[config.mk]
export PLATFORM = sky130hd
export DESIGN_NAME = serial_cfg_loader
export DESIGN_NICKNAME = d
export VERILOG_FILES = /design/src/rtl/cfg_loader_pkg.sv /design/src/rtl/pin_sync.sv /design/src/rtl/word_shifter.sv /design/src/rtl/guarded_latch.sv /design/src/rtl/serial_cfg_loader.sv
export SDC_FILE = /design/constraint.sdc
export NUM_CORES = 1
export LEC_CHECK = 0
export ABC_AREA = 1
export BUFFER_PORTS_ARGS = -buffer_cell sky130_fd_sc_hd__buf_2
export CORE_ASPECT_RATIO = 1.25
export CORE_MARGIN = 2
export CORE_UTILIZATION = 49
export DETAILED_ROUTE_END_ITERATION = 12
export MAX_ROUTING_LAYER = met4
export PLACE_DENSITY = 0.74
export SLEW_MARGIN = 40
export SYNTH_ARGS = -nofsm -noshare
export SYNTH_HDL_FRONTEND = slang
export SYNTH_SLANG_ARGS = --single-unit
[constraint.sdc]
create_clock -name clk_i -period 1.5 [get_ports clk_i]
set_clock_uncertainty 0.15 [all_clocks]
set_input_delay 0.3 -clock clk_i [delete_from_list [all_inputs] [get_ports clk_i]]
set_output_delay 0.3 -clock clk_i [all_outputs]
set_load 0.01 [all_outputs]
[src/rtl/cfg_loader_pkg.sv]
package cfg_loader_pkg;
  localparam int unsigned REF_RATIO_W = 14;
  localparam int unsigned SWALLOW_W   = 7;
  localparam int unsigned MAIN_W      = 11;
  localparam int unsigned MIN_RATIO   = 5;
  localparam int unsigned SYNC_STAGES = 2;

  typedef enum logic {
    DST_DIV = 1'b0,
    DST_REF = 1'b1
  } dest_e;
endpackage

[src/rtl/pin_sync.sv]
module pin_sync #(
  parameter int unsigned N      = 3,
  parameter int unsigned STAGES = 2
) (
  input  logic         clk_i,
  input  logic         rst_ni,
  input  logic [N-1:0] pin_i,
  output logic [N-1:0] lvl_o,
  output logic [N-1:0] rise_o
);
  logic [N-1:0] stg [STAGES];
  logic [N-1:0] lvl_d;

  for (genvar s = 0; s < STAGES; s++) begin : g_stage
    always_ff @(posedge clk_i or negedge rst_ni) begin
      if (!rst_ni)     stg[s] <= '0;
      else if (s == 0) stg[s] <= pin_i;
      else             stg[s] <= stg[(s == 0) ? 0 : s-1];
    end
  end

  always_ff @(posedge clk_i or negedge rst_ni) begin
    if (!rst_ni) lvl_d <= '0;
    else         lvl_d <= stg[STAGES-1];
  end

  assign lvl_o  = stg[STAGES-1];
  assign rise_o = stg[STAGES-1] & ~lvl_d;
endmodule

[src/rtl/word_shifter.sv]
module word_shifter #(
  parameter int unsigned W = 19
) (
  input  logic         clk_i,
  input  logic         rst_ni,
  input  logic         shift_i,
  input  logic         bit_i,
  output logic [W-1:0] word_o
);
  always_ff @(posedge clk_i or negedge rst_ni) begin
    if (!rst_ni)      word_o <= '0;
    else if (shift_i) word_o <= {word_o[W-2:0], bit_i};
  end
endmodule

[src/rtl/guarded_latch.sv]
module guarded_latch #(
  parameter int unsigned W        = 17,
  parameter int unsigned CHK_LSB  = 0,
  parameter int unsigned CHK_W    = 14,
  parameter int unsigned MIN_VAL  = 5,
  parameter logic [W-1:0] RST_VAL = '0
) (
  input  logic         clk_i,
  input  logic         rst_ni,
  input  logic         wr_i,
  input  logic [W-1:0] d_i,
  output logic [W-1:0] q_o,
  output logic         upd_o,
  output logic         err_o
);
  localparam logic [CHK_W-1:0] MIN_C = CHK_W'(MIN_VAL);

  logic legal;
  assign legal = d_i[CHK_LSB +: CHK_W] >= MIN_C;

  always_ff @(posedge clk_i or negedge rst_ni) begin
    if (!rst_ni) begin
      q_o   <= RST_VAL;
      upd_o <= 1'b0;
      err_o <= 1'b0;
    end else begin
      upd_o <= wr_i & legal;
      err_o <= wr_i & ~legal;
      if (wr_i && legal) q_o <= d_i;
    end
  end
endmodule

[src/rtl/serial_cfg_loader.sv]
module serial_cfg_loader
  import cfg_loader_pkg::*;
#(
  parameter int unsigned REF_W   = REF_RATIO_W,
  parameter int unsigned SWL_W   = SWALLOW_W,
  parameter int unsigned MAIN_CW = MAIN_W,
  parameter int unsigned MIN_R   = MIN_RATIO,
  parameter int unsigned STAGES  = SYNC_STAGES
) (
  input  logic               clk_i,
  input  logic               rst_ni,
  input  logic               ser_data_i,
  input  logic               ser_clk_i,
  input  logic               ser_le_i,
  output logic [REF_W-1:0]   ref_ratio_o,
  output logic               mod_sel_o,
  output logic               pd_pol_o,
  output logic               mon_sel_o,
  output logic               ref_upd_o,
  output logic [SWL_W-1:0]   swallow_o,
  output logic [MAIN_CW-1:0] main_cnt_o,
  output logic               div_upd_o,
  output logic               cfg_err_o
);
  localparam int unsigned REF_PAY = REF_W + 3;
  localparam int unsigned DIV_PAY = SWL_W + MAIN_CW;
  localparam int unsigned SR_W    = ((REF_PAY > DIV_PAY) ? REF_PAY : DIV_PAY) + 1;

  localparam logic [REF_PAY-1:0] REF_RST = REF_PAY'(MIN_R);
  localparam logic [DIV_PAY-1:0] DIV_RST = DIV_PAY'(MIN_R) << SWL_W;

  logic [2:0] pin_lvl, pin_rise;
  logic [SR_W-1:0] sr;
  dest_e dest;
  logic ref_wr, div_wr, ref_err, div_err;
  logic [REF_PAY-1:0] ref_q;
  logic [DIV_PAY-1:0] div_q;

  pin_sync #(.N(3), .STAGES(STAGES)) u_sync (
    .clk_i  (clk_i),
    .rst_ni (rst_ni),
    .pin_i  ({ser_le_i, ser_clk_i, ser_data_i}),
    .lvl_o  (pin_lvl),
    .rise_o (pin_rise)
  );

  word_shifter #(.W(SR_W)) u_shift (
    .clk_i   (clk_i),
    .rst_ni  (rst_ni),
    .shift_i (pin_rise[1]),
    .bit_i   (pin_lvl[0]),
    .word_o  (sr)
  );

  // selector is the last bit received
  assign dest   = dest_e'(sr[0]);
  assign ref_wr = pin_rise[2] && (dest == DST_REF);
  assign div_wr = pin_rise[2] && (dest == DST_DIV);

  guarded_latch #(
    .W(REF_PAY), .CHK_LSB(0), .CHK_W(REF_W), .MIN_VAL(MIN_R), .RST_VAL(REF_RST)
  ) u_ref (
    .clk_i  (clk_i),
    .rst_ni (rst_ni),
    .wr_i   (ref_wr),
    .d_i    (sr[REF_PAY:1]),
    .q_o    (ref_q),
    .upd_o  (ref_upd_o),
    .err_o  (ref_err)
  );

  guarded_latch #(
    .W(DIV_PAY), .CHK_LSB(SWL_W), .CHK_W(MAIN_CW), .MIN_VAL(MIN_R), .RST_VAL(DIV_RST)
  ) u_div (
    .clk_i  (clk_i),
    .rst_ni (rst_ni),
    .wr_i   (div_wr),
    .d_i    (sr[DIV_PAY:1]),
    .q_o    (div_q),
    .upd_o  (div_upd_o),
    .err_o  (div_err)
  );

  assign ref_ratio_o = ref_q[REF_W-1:0];
  assign mod_sel_o   = ref_q[REF_W];
  assign pd_pol_o    = ref_q[REF_W+1];
  assign mon_sel_o   = ref_q[REF_W+2];
  assign swallow_o   = div_q[SWL_W-1:0];
  assign main_cnt_o  = div_q[DIV_PAY-1:SWL_W];
  assign cfg_err_o   = ref_err | div_err;
endmodule

After elaboration in Yosys (flattened, before gate mapping)
Index checks and enable logic that the tools add are counted.
{"block": "word_totals", "out_inout_bits": 38, "regBits": 67}
{"block": "classes", "reduce_logical": 4, "n_lt_le_gt_ge": 2, "bitwise": 10}
{"op": ">= comparator 14 x 3 -> 1 bit (second input constant)", "n": 1}
{"op": ">= comparator 11 x 3 -> 1 bit (second input constant)", "n": 1}
{"op": "AND 1 bit", "n": 4}
{"op": "logical AND 1 bit", "n": 4}
{"op": "AND 3 bit", "n": 1}
{"op": "inverter 1 bit", "n": 3}
{"op": "inverter 3 bit", "n": 1}
{"op": "OR 1 bit", "n": 1}

Logic depth before layout (Yosys ltp)
{"block": "depth", "depth_word": 4, "ltp_mapped": 8, "ltp_nobuf": 7}

Hierarchy
A second synthesis with hierarchy kept.
{"block": "unflattened", "hier_cells": 290, "hier_area_um2": 2793.9}
{"mod": "guarded_latch at u_div", "n_inst": 1, "area_per_inst_um2": 897.1, "cells_per_inst": 92, "seq_area_each_um2": 503.0}
{"mod": "guarded_latch at u_ref", "n_inst": 1, "area_per_inst_um2": 852.1, "cells_per_inst": 93, "seq_area_each_um2": 478.0}
{"mod": "word_shifter", "n_inst": 1, "area_per_inst_um2": 738.2, "cells_per_inst": 80, "seq_area_each_um2": 475.5}
{"mod": "pin_sync", "n_inst": 1, "area_per_inst_um2": 277.8, "cells_per_inst": 18, "seq_area_each_um2": 225.2}
{"mod": "serial_cfg_loader", "n_inst": 1, "area_per_inst_um2": 28.8, "cells_per_inst": 7, "seq_area_each_um2": 0.0}

Least setup slack after synthesis
No wires, ideal clock.
{"block": "synth_path", "path_type": "reg2reg", "from": "reg u_sync.stg (netlist bit u_sync.lvl_o[1])", "to": "reg u_shift.word_o[13]", "n_path_buf": 1, "setup_ns": 0.125, "path_stages_with_launch": 4, "path_slack_ns": 0.083, "arrival_ns": 1.143, "t_required_ns": 1.225, "synth_period_minus_slack_ns": 1.417, "path_cell_list": "dfrtp_1 > nand2_1 > buf_2 > mux2_2"}
{"block": "synth_between", "elab_chain_cells": 1}
{"element": "start, declared", "line": "pin_sync.sv:11", "text": "logic [N-1:0] stg [STAGES];"}
{"element": "start signal, assigned by index", "line": "pin_sync.sv:17", "text": "else if (s == 0) stg[s] <= pin_i;"}
{"element": "start signal, assigned by index", "line": "pin_sync.sv:18", "text": "else stg[s] <= stg[(s == 0) ? 0 : s-1];"}
{"element": "AND 3 bit", "line": "pin_sync.sv:28", "text": "assign rise_o = stg[STAGES-1] & ~lvl_d;"}
{"element": "end signal, assigned", "line": "word_shifter.sv:12", "text": "else if (shift_i) word_o <= {word_o[W-2:0], bit_i};"}
{"element": "end, declared", "line": "word_shifter.sv:8", "text": "output logic [W-1:0] word_o"}
No other way between the ends.
A chain may end at the register's enable or synchronous reset.

Worst setup path in the final report
{"block": "layout_path", "from": "reg u_ref.err_o", "to": "out cfg_err_o"}
{"block": "layout_between", "elab_chain_cells": 1}
{"element": "start, declared", "line": "guarded_latch.sv:14", "text": "output logic err_o"}
{"element": "start signal, assigned", "line": "guarded_latch.sv:28", "text": "err_o <= wr_i & ~legal;"}
{"element": "OR 1 bit", "line": "serial_cfg_loader.sv:90", "text": "assign cfg_err_o = ref_err | div_err;"}
{"element": "end, declared", "line": "serial_cfg_loader.sv:23", "text": "output logic cfg_err_o"}
No other way between the ends.

==> results.cfg <==
[global_route]
grt_pass1_vias = 1857
globalRouteTotalUtil_pct = 20.8
overflow = 0
grt_max_degree = 67
grt_pass1_wl_um = 8500
antenna_found_initial = 0

[cts]
clk_latency_ns = 0.33
cts_tree = done
clock-root-buffer = clkbuf_8
clk_pin_slew_ns = 0.06
cts_buffer_depth = 2
cts_sinks = 66
htreeDepth = 3
cts_buffers = 9

[place]
post-dp-hpwl_um = 3310
place_inst = 359
placed_cell_area_um2 = 2930
portBuffers = 42
gp_congestion = 0.801

[logic_synthesis]
synth_cell_types = 19
netlist_area_um2 = 2530
synthCells = 245
synth_top_area_share_pct = 61.3
synthTopCellsByArea = dfrtp_1, nand2_1, nand3_1
synth_top_area_cell = dfrtp_1
synth.net_count = 250
yosys_warnings = 0
ys_seq_area_share_pct = 65.4
avgSynthCellArea_um2 = 10.3
synth_seq_cells = 66

[detailed_routing]
drc = 0
vias_per_cell = 4.92
wl_per_cell_um = 13.6
vias = 1884
first_pass_iters = 4
routed_wirelength_um = 5200
drt_iter0_markers = 222
drtAntennaViolNets = 0

[layout]
layout.cells.non_filler = 383
fin_util_pct = 65.0
layout-area-overhead-vs-synth_pct = 29.5
regArea_um2 = 1660
n_antenna_cell = 0
multi_input_area_um2 = 808
final_cell_mix = nand2_1, dfrtp_1, buf_2, nand3_1, buf_4
layout-drive-gt1-share_pct = 33.3
stdcell_area_um2 = 3280
nFillCells = 381
final_common_cell = nand2_1
nets = 321

[power]
powerDensity_nw_per_um2 = 1840
vdd_ir_drop_max_v = 0.00109
seq_power_share_pct = 45.3
switching_power_mw = 1.92
internal-power_mw = 4.13
p_clk_share_pct = 25.0
p_leak_nw = 1.77
power.share.switching_pct = 31.7
power_frac_comb_pct = 29.7

[flow_run]
cap_violations = 0

[sta]
final-max-slew-violation-count = 0
worst_pin_slew_ns = 0.353
rsz0062_at_grt = true
fmax_mhz = 667
fin_crit_sh_pct = 99.9
relSlewSlack_pct = 76.4
setup_viol = 0
fin_crit_ns = 1.50
hold_violations = 0

[worst_setup_path]
critPathArrivalTime_ns = 1.05
critPathMaxFanout = 1
crit_chain = or2_4 > buf_6
r2r-start = u_shift.word_o[11]
endpoint_kind = primary output
path_delay_family = flip-flops
critPathKind = reg2out
slowest_delay_ns = 0.36
cp.required_ns = 1.05
cp_slowest_cell = dfrtp_1
crit_buf_inv = 1
startpoint = u_ref.err_o
cp-start-kind = register

[floorplanning]
dieArea_um2 = 5760
core-area_um2 = 5040
die-height_um = 84.4
fp.dieW_um = 68.3
num_rows = 29
ios = 43
initial_core_util_pct = 50.2

[worst_hold_path]
hp-start = u_sync.stg[3]
hold_class = reg2reg

[status]
status = finished, final reports clean
-- cell usage after synthesis --
library cell / number
o21ai_0: 5
nand2_2: 2
dfstp_2: 4
nor3_1: 1
nand2_1: 80
nor2_1: 18
inv_1: 9
or2_2: 1
buf_6: 3
a21oi_1: 4
inv_2: 1
buf_2: 3
dfrtp_1: 62
buf_4: 3
nand2_4: 1
mux2_2: 11
clkbuf_1: 1
nand3_1: 35
nor3_4: 1
-- timing repair --
| item | in CTS | in global routing |
|---|---|---|
| gates cloned | 0 | 2 |
| endpoints found under the setup margin | 1 | 37 |
| gates resized for setup | 2 | 15 |
| hold buffers | 4 | 0 |
| pin swaps | 1 | 3 |
| hold endpoints to repair | 65 | 0 |
| setup buffers | 0 | 2 |
-- routing by layer --
metal	GRT usage, %	part of all wire (%)
met1	26.3	43
met2	30.6	53
met3	4.29	3.0
met4	12.0	1.4
met5	-	0
-- cell families after synthesis --
kind of cell	after synthesis	synth area share (%)
buffers and inverters	20	4.45
muxes	11	4.89
and+or+nand+nor	139	23.5
AOI/OAI and AO/OA	9	1.78
DFF	66	65.4
-- worst paths after layout --
check / cells past startpoint / slack, ns / end
max: 2 / 0.0008 / cfg_err_o
min: 0 / 0.20 / u_sync.lvl_o[0]
max reg2reg: 7 / 0.03 / u_div.q_o[10]
min reg2reg: 0 / 0.20 / u_sync.lvl_o[0]
max in group asynchronous: 3 / 0.53 / u_div.q_o[7]
min in group asynchronous: 3 / 0.36 / u_div.q_o[12]
-- state kept, by name, summed over array words and instances, names as in the netlist --
name and cells:
u_sync.lvl_o 3, u_sync.stg 3, u_ref.q_o 17, u_shift.word_o 19, u_ref.upd_o 1, u_sync.lvl_d 2, u_div.q_o 18, u_div.upd_o 1
u_div.err_o 1, u_ref.err_o 1
-- power groups by stage --
stage | registers [mW] | logic [mW] | clock network, mW
after floorplan | 2.98 | 0.634 | 0
final | 2.74 | 1.80 | 1.51
after global routing | 2.82 | 2.02 | 1.62
after global placement | 2.75 | 1.64 | 0
after CTS | 2.74 | 1.71 | 1.56
after detailed placement | 2.77 | 1.69 | 0
-- final cells by class --
type	count	share of cell area (%)
Clock buffer	14	5.26
Clock inverter	2	1.07
Inverter	10	1.14
Multi-Input combinational cell	160	24.6
Sequential cell	66	50.5
Tap cell	62	2.36
Timing Repair Buffer	69	15.0
-- per-stage QoR --
| step | hold WS, ns | setup WS [ns] | power [mW] | setup TNS [ns] |
|---|---|---|---|---|
| after floorplan | -0.146 | 0.0827 | 3.62 | 0 |
| after global placement | 0.182 | 0.103 | 4.39 | 0 |
| after detailed placement | 0.189 | 0.0607 | 4.46 | 0 |
| after CTS | 0.206 | -0.0222 | 6.00 | -0.0222 |
| after global routing | 0.217 | -0.0844 | 6.46 | -1.46 |
| final | 0.202 | 0.000795 | 6.04 | 0 |
Note: power is estimated with default switching activity, not from simulation.
